--- src/rtl/boot_wait_pkg.sv ---
package boot_wait_pkg;

  typedef enum logic [1:0] {
    ST_IDLE = 2'd0,
    ST_WAIT = 2'd1,
    ST_OPER = 2'd2,
    ST_BOOT = 2'd3
  } bw_state_e;

  localparam int unsigned FALLBACK_SECS = 5;
  localparam int unsigned LONGEST_SECS  = 50;

  // Allowed window lengths in seconds; anything else falls back.
  function automatic logic [5:0] window_secs(input logic [2:0] code, input logic cfg_ok);
    logic [5:0] s;
    if (!cfg_ok) begin
      s = 6'(FALLBACK_SECS);
    end else begin
      case (code)
        3'd0:    s = 6'd1;
        3'd1:    s = 6'd2;
        3'd2:    s = 6'd5;
        3'd3:    s = 6'd10;
        3'd4:    s = 6'd20;
        3'd5:    s = 6'd50;
        default: s = 6'(FALLBACK_SECS);
      endcase
    end
    return s;
  endfunction

endpackage

--- src/rtl/bw_btn_sync.sv ---
module bw_btn_sync (
  input  logic clk,
  input  logic rst,
  input  logic btn_async,
  output logic btn_rise
);
  logic s1, s2, s_prev;

  always_ff @(posedge clk) begin
    if (rst) begin
      s1     <= 1'b0;
      s2     <= 1'b0;
      s_prev <= 1'b0;
    end else begin
      s1     <= btn_async;
      s2     <= s1;
      s_prev <= s2;
    end
  end

  assign btn_rise = s2 & ~s_prev;

  // an edge pulse never lasts two cycles
  a_r8_single_pulse: assert property (@(posedge clk) disable iff (rst)
    btn_rise |=> !btn_rise);

endmodule

--- src/rtl/bw_wait_timer.sv ---
module bw_wait_timer #(
  parameter int unsigned TICKS_PER_SEC = 50_000_000
) (
  input  logic       clk,
  input  logic       rst,
  input  logic       load,
  input  logic       run,
  input  logic [2:0] code,
  input  logic       cfg_ok,
  output logic       expire
);
  import boot_wait_pkg::*;

  localparam longint unsigned MAX_TICKS = longint'(LONGEST_SECS) * longint'(TICKS_PER_SEC);
  localparam int TW = $clog2(MAX_TICKS + 1);

  logic [TW-1:0] cnt;
  logic [TW-1:0] total;

  assign total  = TW'(window_secs(code, cfg_ok)) * TW'(TICKS_PER_SEC);
  assign expire = (cnt == '0);

  always_ff @(posedge clk) begin
    if (rst) begin
      cnt <= '0;
    end else if (load) begin
      cnt <= total - TW'(1);
    end else if (run && cnt != '0) begin
      cnt <= cnt - TW'(1);
    end
  end

  // the window counts down by one each running cycle
  a_r3_countdown: assert property (@(posedge clk) disable iff (rst)
    (run && !load && cnt != '0) |=> cnt == $past(cnt) - TW'(1));

  // bad settings load the five-second window
  a_r5_fallback_load: assert property (@(posedge clk) disable iff (rst)
    (load && !cfg_ok) |=> cnt == TW'(FALLBACK_SECS * TICKS_PER_SEC - 1));

endmodule

--- src/rtl/bw_blink.sv ---
module bw_blink #(
  parameter int unsigned TICKS_PER_SEC = 50_000_000
) (
  input  logic clk,
  input  logic rst,
  input  logic active,
  output logic led
);
  localparam int unsigned QUARTER = TICKS_PER_SEC / 4;
  localparam int PW = (QUARTER > 1) ? $clog2(QUARTER) : 1;

  logic [PW-1:0] ph;
  logic          tog;

  always_ff @(posedge clk) begin
    if (rst || !active) begin
      ph  <= '0;
      tog <= 1'b1;
    end else if (ph == PW'(QUARTER - 1)) begin
      ph  <= '0;
      tog <= ~tog;
    end else begin
      ph <= ph + PW'(1);
    end
  end

  assign led = active & tog;

  // phase counter stays within one quarter second
  a_r6_phase_range: assert property (@(posedge clk) disable iff (rst)
    ph <= PW'(QUARTER - 1));

  // the LED changes level at each quarter-second boundary
  a_r6_toggle: assert property (@(posedge clk) disable iff (rst)
    (active && ph == PW'(QUARTER - 1)) |=> (!active || led != $past(led)));

endmodule

--- src/rtl/boot_wait_seq.sv ---
module boot_wait_seq #(
  parameter int unsigned TICKS_PER_SEC = 50_000_000
) (
  input  logic       clk,
  input  logic       rst,
  input  logic       image_valid,
  input  logic       settings_ok,
  input  logic [2:0] wait_code,
  input  logic       abort_btn,
  input  logic       abort_cmd,
  input  logic       login_done,
  input  logic       login_ok,
  output logic       waiting,
  output logic       led,
  output logic       op_ctrl,
  output logic       booted,
  output logic       boot_start
);
  import boot_wait_pkg::*;

  bw_state_e state, state_nx;
  logic      btn_rise;
  logic      expire;
  logic      abort_any;
  logic      load;

  bw_btn_sync u_sync (
    .clk       (clk),
    .rst       (rst),
    .btn_async (abort_btn),
    .btn_rise  (btn_rise)
  );

  assign abort_any = btn_rise | abort_cmd | (login_done & login_ok);
  assign load      = (state == ST_IDLE) & image_valid;

  bw_wait_timer #(.TICKS_PER_SEC(TICKS_PER_SEC)) u_timer (
    .clk    (clk),
    .rst    (rst),
    .load   (load),
    .run    (waiting),
    .code   (wait_code),
    .cfg_ok (settings_ok),
    .expire (expire)
  );

  bw_blink #(.TICKS_PER_SEC(TICKS_PER_SEC)) u_blink (
    .clk    (clk),
    .rst    (rst),
    .active (waiting),
    .led    (led)
  );

  always_comb begin
    state_nx = state;
    case (state)
      ST_IDLE: state_nx = image_valid ? ST_WAIT : ST_OPER;
      ST_WAIT: begin
        if (abort_any)   state_nx = ST_OPER;
        else if (expire) state_nx = ST_BOOT;
      end
      default: state_nx = state;
    endcase
  end

  always_ff @(posedge clk) begin
    if (rst) begin
      state      <= ST_IDLE;
      boot_start <= 1'b0;
    end else begin
      state      <= state_nx;
      boot_start <= (state == ST_WAIT) && (state_nx == ST_BOOT);
    end
  end

  assign waiting = (state == ST_WAIT);
  assign op_ctrl = (state == ST_OPER);
  assign booted  = (state == ST_BOOT);

  // no image skips the window
  a_r2_skip: assert property (@(posedge clk) disable iff (rst)
    (state == ST_IDLE && !image_valid) |=> op_ctrl);

  // start pulse is a single cycle and only follows the window
  a_r7_pulse_once: assert property (@(posedge clk) disable iff (rst)
    boot_start |=> !boot_start);
  a_r7_pulse_after_wait: assert property (@(posedge clk) disable iff (rst)
    boot_start |-> (booted && $past(waiting)));

  // command abort during the window hands over control
  a_r9_cmd_abort: assert property (@(posedge clk) disable iff (rst)
    (waiting && abort_cmd) |=> op_ctrl);

  // a failed login alone leaves the window open
  a_r10_fail_login: assert property (@(posedge clk) disable iff (rst)
    (waiting && login_done && !login_ok && !abort_cmd && !btn_rise && !expire) |=> waiting);

  // final states hold
  a_r12_oper_hold: assert property (@(posedge clk) disable iff (rst)
    op_ctrl |=> op_ctrl);
  a_r12_boot_hold: assert property (@(posedge clk) disable iff (rst)
    booted |=> (booted && !op_ctrl));

endmodule

--- config.mk ---
export PLATFORM = sky130hd
export DESIGN_NAME = boot_wait_seq
export DESIGN_NICKNAME = d
export VERILOG_FILES = /design/src/rtl/boot_wait_pkg.sv /design/src/rtl/bw_btn_sync.sv /design/src/rtl/bw_wait_timer.sv /design/src/rtl/bw_blink.sv /design/src/rtl/boot_wait_seq.sv
export SDC_FILE = /design/constraint.sdc
export NUM_CORES = 1
export LEC_CHECK = 0
export ABC_CLOCK_PERIOD_IN_PS = 8600
export BUFFER_PORTS_ARGS = -buffer_cell sky130_fd_sc_hd__buf_2
export CAP_MARGIN = 20
export CORE_ASPECT_RATIO = 1.4
export CORE_MARGIN = 8
export CORE_UTILIZATION = 65
export CTS_BUF_LIST = sky130_fd_sc_hd__clkbuf_4
export DETAILED_ROUTE_END_ITERATION = 12
export HOLD_SLACK_MARGIN = 0.06
export PLACE_DENSITY = 0.93
export SLEW_MARGIN = 20
export SYNTH_ARGS = -nofsm -noshare
export SYNTH_HDL_FRONTEND = slang
export SYNTH_SLANG_ARGS = --single-unit
--- constraint.sdc ---
create_clock -name clk -period 8.6 [get_ports clk]
set_clock_uncertainty 0.15 [all_clocks]
set_input_delay 0.86 -clock clk [delete_from_list [all_inputs] [get_ports clk]]
set_output_delay 0.86 -clock clk [all_outputs]
set_load 0.02 [all_outputs]
==> summary.txt, run 1 <==
Logic synthesis
  • Synth area leaders: sky130_fd_sc_hd__dfxtp_1 (24%), sky130_fd_sc_hd__ha_1 (11%), sky130_fd_sc_hd__xnor2_1 (6.6%)
  • Largest family of logic cells by synthesized area: simple AND/OR/NAND/NOR gates
  • Synthesized area per cell: 7.91 sq um
  • Count of unique library cells instantiated by Yosys: 58
  • Area fraction in and, or, nand and nor cells after synthesis: 23.5%
  • Part of the Yosys area used for sequential elements: 23.8%
  • Synthesized net count: 743
  • Post-synthesis compound-gate area fraction: 18.0%
  • Register bit total from synthesis: 63
  • Post-synthesis cell area: 5300 sq um
  • Instance count of the mapped netlist: 669
  • Synth Area in XOR/XNOR: 11.9%
  • Adder-cell area share of the yosys netlist: 17.2%
  • Multiplexer area fraction after synthesis: 0.213%
  • Top_reg_cell synth: sky130_fd_sc_hd__dfxtp_1
  • Number of enable-type register cells in the synthesized netlist: 0
  • Portion of synthesized cell area occupied by the leading cell type: 23.8%
  • Synth async-reset ratio: 0%
  • Top cell type by total area after synthesis: sky130_fd_sc_hd__dfxtp_1
  • Number of warnings issued by yosys: 0

Timing
  • Slew of the pin with the lowest slew margin: 0.842 ns
  • Max-Slew Margin vs Limit: 43.9%
  • Setup-violating endpoint count in the final report: 0
  • Fraction of the cycle the final worst path needs: 74.8%
  • Achievable Freq: 0.155 GHz
  • Count of endpoints failing hold in the final timing report: 0
  • Setup repair after global routing missed its margin: no
  • Count of final max-slew check failures: 0
  • Sum of negative setup slack: 0 ns
  • Post-layout min period: 6.43 ns

Min path
  • Worst hold path depth: 1
  • Min-Delay Path Class: flop to flop

Global routing
  • Total Routing Usage GR: 21.8%
  • Wire length of the first global-routing pass: 20,200 microns
  • Maximum number of pins on one net before global-route repair: 39
  • Overall overflow remaining after global route: 0
  • Number of global-route vias before repair: 4,552
  • Number of antenna violations at the first check in global routing: 0

Detailed routing
  • Number of design-rule violations left by the first detailed-router iteration: 259
  • Total wire length: 12,300 microns
  • Initial DRT Pass Iterations: 5
  • Number of remaining DRC errors: 0
  • Detail-routed via count per cell: 6.15
  • Final ANT Viol Nets: 0
  • Total number of vias: 4,819
  • Routed length per placed instance: 15.7 microns

Clock network
  • Count of hold buffers inserted by post-cts repair: 0
  • Reg clk slew, reported paths: 0.11 ns
  • Clock network latency to the later pin of the worst-skew pair: 0.43 ns
  • Number of levels in the clock H-tree: 3
  • Clock tree from TritonCTS: built
  • Number of sinks on the clock net: 63
  • Clock Root Buffer: sky130_fd_sc_hd__clkbuf_4
  • Clock Tree Buf Depth: 2
  • Number of gates resized after CTS: 0
  • Postcts setup bufs: 0
  • Number of CTS-inserted buffers: 9

Power and ir drop
  • Pwr Density: 207 nW/um^2
  • Leakage power total: 0.00232 uW
  • Peak supply drop: 0.148 mV

Die
  • Overall die width: 92.3 microns
  • Core outline area: 8050 sq um
  • Die span in y: 123 microns
  • Ports placed on the boundary: 16
  • Placement Rows: 39
  • Total die area: 11,300 sq um
  • Effective utilization at floorplan: 65.8%

Place
  • Placed inst area: 5440 sq um
  • Number of port buffers: 15
  • Half-perimeter wire length after placement: 9590 microns
  • Final weighted congestion in routability-driven placement: 1.02

Layout
  • Fraction of layout cells with a size suffix above 1: 6.89%
  • Post-Route Utilization: 69.8%
  • Final instance area: 5620 sq um
  • Number of inserted diodes: 0
  • Most frequent standard cell in the layout excluding fill and tap cells: sky130_fd_sc_hd__nor2_1
  • Area growth from synthesis to layout: 6.17%
  • Post-layout net count: 751
  • Most frequent cells in the layout: sky130_fd_sc_hd__nor2_1 (83), sky130_fd_sc_hd__dfxtp_1 (63), sky130_fd_sc_hd__inv_1 (57)

Worst setup path
  • Sort of element at the start of the critical path: input port
  • Type of element capturing the critical path: flop
  • CP Data Required Time: 8.73 ns
  • Crit path max fanout: 8
  • FF-to-FF path depth: 9
  • Crit path arrival time: 6.57 ns
  • Category of the most critical setup path: input port to flop

Run status
  • Outcome: complete, no violations

Job
  • Max-Cap Viols: 0
[cell type report]
cell class	instances	area, sq um
multi-input combinational	530	3760
fill	662	2430
sequential	63	1260
inverter	57	214
tap	102	128
clock inverter	7	111
timing repair buffer	16	82.6
clock buffer	9	67.6
[report_power, final]
part           internal [uW]  switching, uW  leakage [uW]
clock                    145            109     0.0000933
sequential               314           21.5      0.000515
combinational            227            345       0.00171
total                    686            476       0.00232
[registers in the layout (all words and copies together) (netlist names)]
register and flops:
boot_start 1, state 2, u_blink.ph 24, u_blink.tog 1
u_sync.s1 1, u_sync.s2 1, u_sync.s_prev 1, u_timer.cnt 32
[through the flow]
| step | setup slack, ns | std cells | hold slack (ns) | total power [uW] |
|---|---|---|---|---|
| after floorplan | 2.65 | 669 | 0.264 | 778 |
| after global placement | 2.09 | 768 | 0.268 | 876 |
| after detailed placement | 1.72 | 768 | 0.282 | 896 |
| after CTS | 2.19 | 784 | 0.306 | 1150 |
| after global routing | 1.76 | 784 | 0.320 | 1230 |
| final | 2.17 | 784 | 0.306 | 1160 |
[worst max-delay path, stage by stage]
cell                        delay, ns
sky130_fd_sc_hd__buf_2           0.11
sky130_fd_sc_hd__nand2b_1        0.21
sky130_fd_sc_hd__inv_1           0.25
sky130_fd_sc_hd__and3_1          0.44
sky130_fd_sc_hd__ha_1            0.25
sky130_fd_sc_hd__inv_1           0.08
sky130_fd_sc_hd__ha_1            0.17
sky130_fd_sc_hd__or2_2           0.35
sky130_fd_sc_hd__inv_1           0.14
sky130_fd_sc_hd__fa_1            0.48
sky130_fd_sc_hd__xor2_1          0.20
sky130_fd_sc_hd__ha_1            0.18
sky130_fd_sc_hd__o21bai_1        0.15
sky130_fd_sc_hd__ha_1            0.22
sky130_fd_sc_hd__a211oi_1        0.27
sky130_fd_sc_hd__o211ai_1        0.19
sky130_fd_sc_hd__and2_1          0.23
sky130_fd_sc_hd__o311ai_0        0.63
sky130_fd_sc_hd__o2111ai_1       0.28
sky130_fd_sc_hd__nor3_1          0.36
sky130_fd_sc_hd__and3_1          0.22
sky130_fd_sc_hd__xor2_1          0.19
sky130_fd_sc_hd__a211oi_2        0.09
[per-layer routing]
layer / up-vias / part of all wire [%] / GRT usage [%]
li1: 2367 / - / -
met1: 2279 / 40 / 22.9
met2: 134 / 52 / 39.7
met3: 39 / 4.4 / 4.28
met4: 0 / 3.4 / 12.0
met5: - / 0 / 0
[synthesized netlist by cell type, types with 4 or more instances]
library cell / instances
sky130_fd_sc_hd__a21o_1: 8
sky130_fd_sc_hd__and2_1: 7
sky130_fd_sc_hd__nand2b_1: 10
sky130_fd_sc_hd__nor4_1: 8
sky130_fd_sc_hd__ha_1: 47
sky130_fd_sc_hd__and3_1: 8
sky130_fd_sc_hd__a311oi_1: 4
sky130_fd_sc_hd__o21ai_0: 25
sky130_fd_sc_hd__nor2b_1: 5
sky130_fd_sc_hd__a211oi_1: 23
sky130_fd_sc_hd__or3_1: 11
sky130_fd_sc_hd__nand3_1: 16
sky130_fd_sc_hd__inv_1: 57
sky130_fd_sc_hd__o21a_1: 4
sky130_fd_sc_hd__nand2_1: 43
sky130_fd_sc_hd__dfxtp_1: 63
sky130_fd_sc_hd__nor3_1: 25
sky130_fd_sc_hd__clkbuf_1: 17
sky130_fd_sc_hd__nand4_1: 9
sky130_fd_sc_hd__xor2_1: 32
sky130_fd_sc_hd__fa_1: 16
sky130_fd_sc_hd__o211ai_1: 5
sky130_fd_sc_hd__a21oi_1: 44
sky130_fd_sc_hd__nor2_1: 83
sky130_fd_sc_hd__nor3b_1: 5
sky130_fd_sc_hd__xnor2_1: 40
[cell families (layout without fill, tap and decap cells)]
family | after synthesis | in the layout
flops | 63 | 63
simple gates | 248 | 248
fa+ha+maj | 63 | 63
buf+inv | 76 | 89
xor+xnor | 72 | 72
compound gates | 146 | 146
mux | 1 | 1
[final timing paths]
kind                        from         endpoint  slack (ns)
setup reg to reg  u_timer.cnt[3]  u_timer.cnt[30]        5.42
setup / recovery    wait_code[1]  u_timer.cnt[30]        2.17
hold reg to reg        u_sync.s1        u_sync.s2        0.31
hold / removal         u_sync.s1        u_sync.s2        0.31
No activity file was read; power rests on OpenSTA's default activity.
==> run 2, diff against run 1 <==
- ABC_CLOCK_PERIOD_IN_PS: 8600 -> 6600
- clock period: 8.6 -> 6.6 ns (I/O delays scaled with it)
==> summary.txt, run 2 (synthesized netlist as in run 1, its figures left out) <==
Run status
  • Outcome: complete, no violations

Worst setup path
  • R2r startpoint: u_timer.cnt[3]
  • CP Data Required Time: 6.77 ns
  • Crit path arrival time: 6.19 ns
  • Cell mode on critical path: sky130_fd_sc_hd__ha_1
  • CP delay by family, top: simple AND/OR/NAND/NOR gates
  • Sort of element at the start of the critical path: input port
  • Worst path max stage delay: 0.57 ns
  • Type of element capturing the critical path: flop
  • Category of the most critical setup path: input port to flop
  • Worst Path Buf+Inv: 4
  • FF-to-FF path depth: 9
  • Minimum setup slack among reg-to-reg paths: 3.42 ns
  • Crit path max fanout: 8
  • Slowest CP cell: sky130_fd_sc_hd__nor3b_1
  • Ordered list of cells on the worst path: buf_2 > nand2b_1 > inv_1 > nand2_1 > ha_1 > inv_1 > ha_1 > or2_2 > inv_1 > fa_1 > xor2_1 > ha_1 > ha_1 > a21oi_1 > o21bai_1 > or2_2 > xnor2_1 > nand3_1 > nor3b_1 > nand2_1 > xnor2_1 > a211oi_1
  • Critical register-to-register path endpoint: u_timer.cnt[29]

Detailed routing
  • Routed length per placed instance: 15.8 microns
  • Initial DRT Pass Iterations: 5
  • Number of remaining DRC errors: 0
  • Final ANT Viol Nets: 0
  • Total number of vias: 4,801
  • Number of design-rule violations left by the first detailed-router iteration: 302
  • Total wire length: 12,400 microns
  • Detail-routed via count per cell: 6.10

Global routing
  • Overall overflow remaining after global route: 0
  • Number of global-route vias before repair: 4,529
  • Total Routing Usage GR: 21.6%
  • Wire length of the first global-routing pass: 20,200 microns
  • Maximum number of pins on one net before global-route repair: 39
  • Number of antenna violations at the first check in global routing: 0

Timing
  • Setup repair after global routing missed its margin: no
  • Worst path setup slack after routing: 0.581 ns
  • Slew of the pin with the lowest slew margin: 0.853 ns
  • Post-layout min period: 6.02 ns
  • Count of endpoints failing hold in the final timing report: 0
  • Fraction of the cycle the final worst path needs: 91.2%
  • Achievable Freq: 0.166 GHz
  • Sum of negative setup slack: 0 ns
  • Setup-violating endpoint count in the final report: 0
  • Max-Slew Margin vs Limit: 43.1%
  • Count of final max-slew check failures: 0

Layout
  • Post-layout net count: 754
  • Register cell area after layout: 1260 sq um
  • Largest register FFs: 32
  • Fillers: 649
  • Fraction of layout cells with a size suffix above 1: 7.30%
  • Most frequent cells in the layout: sky130_fd_sc_hd__nor2_1 (83), sky130_fd_sc_hd__dfxtp_1 (63), sky130_fd_sc_hd__inv_1 (57)
  • Combined area of the multi-input logic cells: 3760 sq um
  • Area growth from synthesis to layout: 5.69%
  • Largest register by flop count: u_timer.cnt
  • Most frequent standard cell in the layout excluding fill and tap cells: sky130_fd_sc_hd__nor2_1
  • Largest registers: u_timer.cnt: 32 flops, u_blink.ph: 24 flops, state: 2 flops
  • Number of inserted diodes: 0

Clock network
  • Clock Tree Buf Depth: 2
  • Clock network latency to the later pin of the worst-skew pair: 0.42 ns
  • Number of sinks on the clock net: 63
  • Number of gates resized after CTS: 0
  • Reg clk slew, reported paths: 0.10 ns
  • Clock Root Buffer: sky130_fd_sc_hd__clkbuf_4
  • Number of levels in the clock H-tree: 3
  • Number of CTS-inserted buffers: 9
  • Count of hold buffers inserted by post-cts repair: 0
  • Postcts setup bufs: 0
  • Clock tree from TritonCTS: built

Place
  • Number of port buffers: 15
  • Half-perimeter wire length after placement: 9710 microns
  • Final weighted congestion in routability-driven placement: 0.928
  • DP Worst Slack: 0.219 ns

Job
  • Max-Cap Viols: 0

Power and ir drop
  • Leakage power total: 0.00232 uW
  • Peak supply drop: 0.191 mV
  • Pwr Density: 259 nW/um^2
  • Post-layout total power: 1450 uW

Die
  • Die span in y: 123 microns
  • Overall die width: 92.3 microns
  • Total die area: 11,300 sq um
  • Core outline area: 8050 sq um
  • Ports placed on the boundary: 16
  • Placement Rows: 39
  • Effective utilization at floorplan: 65.8%

Min path
  • Worst hold path depth: 1
  • Worst Hold Path EP: u_sync.s2
  • Min-Delay Path Class: flop to flop
  • Hold Startpoint: u_sync.s1
run 2: worst max-delay path by stage:
stage / start / to / slack [ns] / cells past startpoint
floorplan: wait_code[1] / u_timer.cnt[30] / 0.85 / 22
global placement: wait_code[1] / u_timer.cnt[31] / 0.51 / 22
detailed placement: wait_code[1] / u_timer.cnt[31] / 0.22 / 22
CTS: wait_code[1] / u_timer.cnt[29] / 0.61 / 22
global route: wait_code[1] / u_timer.cnt[29] / 0.21 / 22
finish: wait_code[1] / u_timer.cnt[29] / 0.58 / 22
run 2: worst reg2reg max path, delay by kind of cell, from the launching register on:
family / cells / cell delay [ns]
flip-flops: 1 / 0.36
AND/OR/NAND/NOR: 7 / 2.12
XOR/XNOR: 1 / 0.20
AO/OA/AOI/OAI: 1 / 0.25
run 2: report_power, final:
group          switching, uW  total, uW  internal [uW]
registers               29.2        439            410
logic                    450        753            303
clock network            134        255            121
total                    613       1450            834
run 2: final cells by class:
type / count / area share (%)
clock buffers: 11 / 1.48
clock inverters: 5 / 0.872
inverters: 57 / 3.82
multi-input cells: 530 / 67.1
flip-flops and latches: 63 / 22.5
well taps: 102 / 2.28
repair buffers: 19 / 1.88
run 2: per-layer routing:
| metal | up-vias | track usage [%] | wire [microns] |
|---|---|---|---|
| li1 | 2365 | - | - |
| met1 | 2249 | 23.0 | 4870 |
| met2 | 152 | 39.8 | 6480 |
| met3 | 35 | 2.69 | 615 |
| met4 | 0 | 13.0 | 449 |
| met5 | - | 0 | 0 |
run 2: stage by stage:
| stage | area [sq um] | cells | hold slack [ns] | util [%] |
|---|---|---|---|---|
| final | 5600 | 787 | 0.309 | 69.5 |
| after detailed placement | 5460 | 771 | 0.292 | 67.8 |
| after global routing | 5600 | 787 | 0.327 | 69.5 |
| after global placement | 5460 | 771 | 0.268 | 67.8 |
| after floorplan | 5300 | 669 | 0.264 | - |
| after CTS | 5590 | 787 | 0.304 | 69.4 |
==> run 3, diff against run 2 <==
- CAP_MARGIN: 20 -> 30
- PLACE_DENSITY: 0.93 -> 0.83
==> summary.txt, run 3 (synthesized netlist as in run 1, its figures left out) <==
Timing
  • Fraction of the cycle the final worst path needs: 86.7%
  • Setup repair after global routing missed its margin: no
  • Achievable Freq: 0.175 GHz
  • Post-layout min period: 5.72 ns
  • Max-Slew Margin vs Limit: 40.6%
  • Worst slack on hold paths: 0.307 ns
  • Sum of negative setup slack: 0 ns
  • Slew of the pin with the lowest slew margin: 0.891 ns
  • Count of endpoints failing hold in the final timing report: 0
  • Count of final max-slew check failures: 0
  • Setup-violating endpoint count in the final report: 0

Run status
  • Outcome: complete, no violations

Power and ir drop
  • Peak supply drop: 0.179 mV
  • Leakage power total: 0.00231 uW
  • Pwr Density: 249 nW/um^2

Worst setup path
  • R2r startpoint: u_timer.cnt[3]
  • Critical register-to-register path endpoint: u_timer.cnt[30]
  • Slowest CP cell: sky130_fd_sc_hd__fa_1
  • CP Data Required Time: 6.76 ns
  • Minimum setup slack among reg-to-reg paths: 3.41 ns
  • Type of element capturing the critical path: flop
  • Crit path arrival time: 5.89 ns
  • Cell mode on critical path: sky130_fd_sc_hd__ha_1
  • Worst Path Buf+Inv: 4
  • Category of the most critical setup path: input port to flop
  • FF-to-FF path depth: 9
  • Ordered list of cells on the worst path: buf_2 > nand2b_1 > inv_1 > and3_1 > ha_1 > inv_1 > ha_1 > or2_2 > inv_1 > fa_1 > xor2_1 > ha_1 > o21bai_1 > ha_1 > a211oi_1 > o211ai_1 > and2_1 > o311ai_0 > o2111ai_1 > nor3_1 > nand4_1 > xnor2_1 > a211oi_1
  • Crit path max fanout: 4
  • CP delay by family, top: compound AO/OA/AOI/OAI gates
  • Worst path max stage delay: 0.49 ns
  • Sort of element at the start of the critical path: input port

Layout
  • Post-Route Utilization: 69.0%
  • Most frequent cells in the layout: sky130_fd_sc_hd__nor2_1 (83), sky130_fd_sc_hd__dfxtp_1 (63), sky130_fd_sc_hd__inv_1 (57)
  • Largest register by flop count: u_timer.cnt
  • Fraction of layout cells with a size suffix above 1: 7.03%
  • Most frequent standard cell in the layout excluding fill and tap cells: sky130_fd_sc_hd__nor2_1
  • Fillers: 700
  • Area growth from synthesis to layout: 4.99%
  • Post-layout net count: 756
  • Final instance area: 5560 sq um
  • Largest register FFs: 32
  • Largest registers: u_timer.cnt: 32 flops, u_blink.ph: 24 flops, state: 2 flops

Detailed routing
  • Number of remaining DRC errors: 0
  • Total number of vias: 4,686
  • Final ANT Viol Nets: 0
  • Detail-routed via count per cell: 5.96
  • Met3 Routed Length: 345 microns
  • Total wire length: 12,800 microns
  • Met2 wirelength from detailed routing: 7200 microns
  • DR top layer: met4
  • Number of design-rule violations left by the first detailed-router iteration: 216
  • Routed length per placed instance: 16.3 microns
  • Initial DRT Pass Iterations: 5
  • Routed length on met1: 4660 microns

Die
  • Ports placed on the boundary: 16
  • Effective utilization at floorplan: 65.8%
  • Total die area: 11,300 sq um
  • Placement Rows: 39
  • Overall die width: 92.3 microns
  • Die span in y: 123 microns
  • Core outline area: 8050 sq um

Clock network
  • Clock tree from TritonCTS: built
  • Reg clk slew, reported paths: 0.09 ns
  • Number of sinks on the clock net: 63
  • Count of hold buffers inserted by post-cts repair: 0
  • Number of levels in the clock H-tree: 3
  • Number of CTS-inserted buffers: 9
  • Clock network latency to the later pin of the worst-skew pair: 0.41 ns
  • Number of gates resized after CTS: 0
  • Clock Tree Buf Depth: 2
  • Clock Root Buffer: sky130_fd_sc_hd__clkbuf_4
  • Postcts setup bufs: 0

Job
  • Max-Cap Viols: 0

Global routing
  • Total Routing Usage GR: 23.2%
  • Wire length of the first global-routing pass: 21,300 microns
  • Number of global-route vias before repair: 4,725
  • Number of antenna violations at the first check in global routing: 1
  • Maximum number of pins on one net before global-route repair: 39
  • Overall overflow remaining after global route: 0

Place
  • Final weighted congestion in routability-driven placement: 0.923
  • Placed inst area: 5470 sq um
  • Half-perimeter wire length after placement: 10,400 microns
  • Number of port buffers: 15

Min path
  • Worst Hold Path EP: u_sync.s2
  • Hold Startpoint: u_sync.s1
  • Worst hold path depth: 1
  • Min-Delay Path Class: flop to flop
[run 3: cell types whose count changed in the layout (fill, tap and decap cells not counted)]
cell / delta
sky130_fd_sc_hd__a31oi_2: -1
sky130_fd_sc_hd__clkbuf_4: -2
sky130_fd_sc_hd__buf_4: +2
sky130_fd_sc_hd__bufinv_16: -1
sky130_fd_sc_hd__a31oi_1: +1
sky130_fd_sc_hd__diode_2: +1
sky130_fd_sc_hd__clkinv_1: -1
[run 3: final cells by class]
type | count | area, sq um | area share [%]
clock buffer | 9 | 67.6 | 1.22
inverter | 57 | 214 | 3.85
multi-input combinational | 530 | 3750 | 67.5
clock inverter | 3 | 15.0 | 0.270
sequential | 63 | 1260 | 22.7
timing repair buffer | 21 | 120 | 2.16
tap | 102 | 128 | 2.30
antenna | 1 | 2.50 | 0.0450
[run 3: worst max path at each step]
| stage | from | to | slack [ns] | cells after the start |
|---|---|---|---|---|
| 2_1_floorplan | wait_code[1] | u_timer.cnt[30] | 0.85 | 22 |
| 3_3_place_gp | wait_code[1] | u_timer.cnt[30] | 0.56 | 23 |
| 3_5_place_dp | wait_code[1] | u_timer.cnt[31] | 0.44 | 23 |
| 4_1_cts | wait_code[1] | u_timer.cnt[31] | 0.86 | 23 |
| 5_1_grt | wait_code[1] | u_timer.cnt[31] | 0.44 | 23 |
| 6_report | wait_code[1] | u_timer.cnt[31] | 0.88 | 23 |
[run 3: metal layers]
layer	GRT usage, %	up-vias
met4	13.5	0
met1	21.9	2184
met2	46.2	102
met5	0	-
met3	3.06	33
li1	-	2367
[run 3: power breakdown]
group	internal (uW)	switching, uW
clock	67.3	124
combinational	303	449
sequential	410	28.7
[run 3: metrics by stage]
step                std cells  total power, uW  worst slack (ns)
detailed placement        773             1190             0.438
CTS                       785             1380             0.863
global route              786             1490             0.436
global placement          773             1170             0.562
finish                    786             1380             0.876
floorplan                 669             1010             0.852
[run 3: worst reg2reg max path, delay by kind of cell, from the launching register on]
family	cells	cell delay, ns
AOI/OAI and AO/OA	1	0.21
xor gates and xnor gates	1	0.17
DFF	1	0.35
and+or+nand+nor	7	2.24
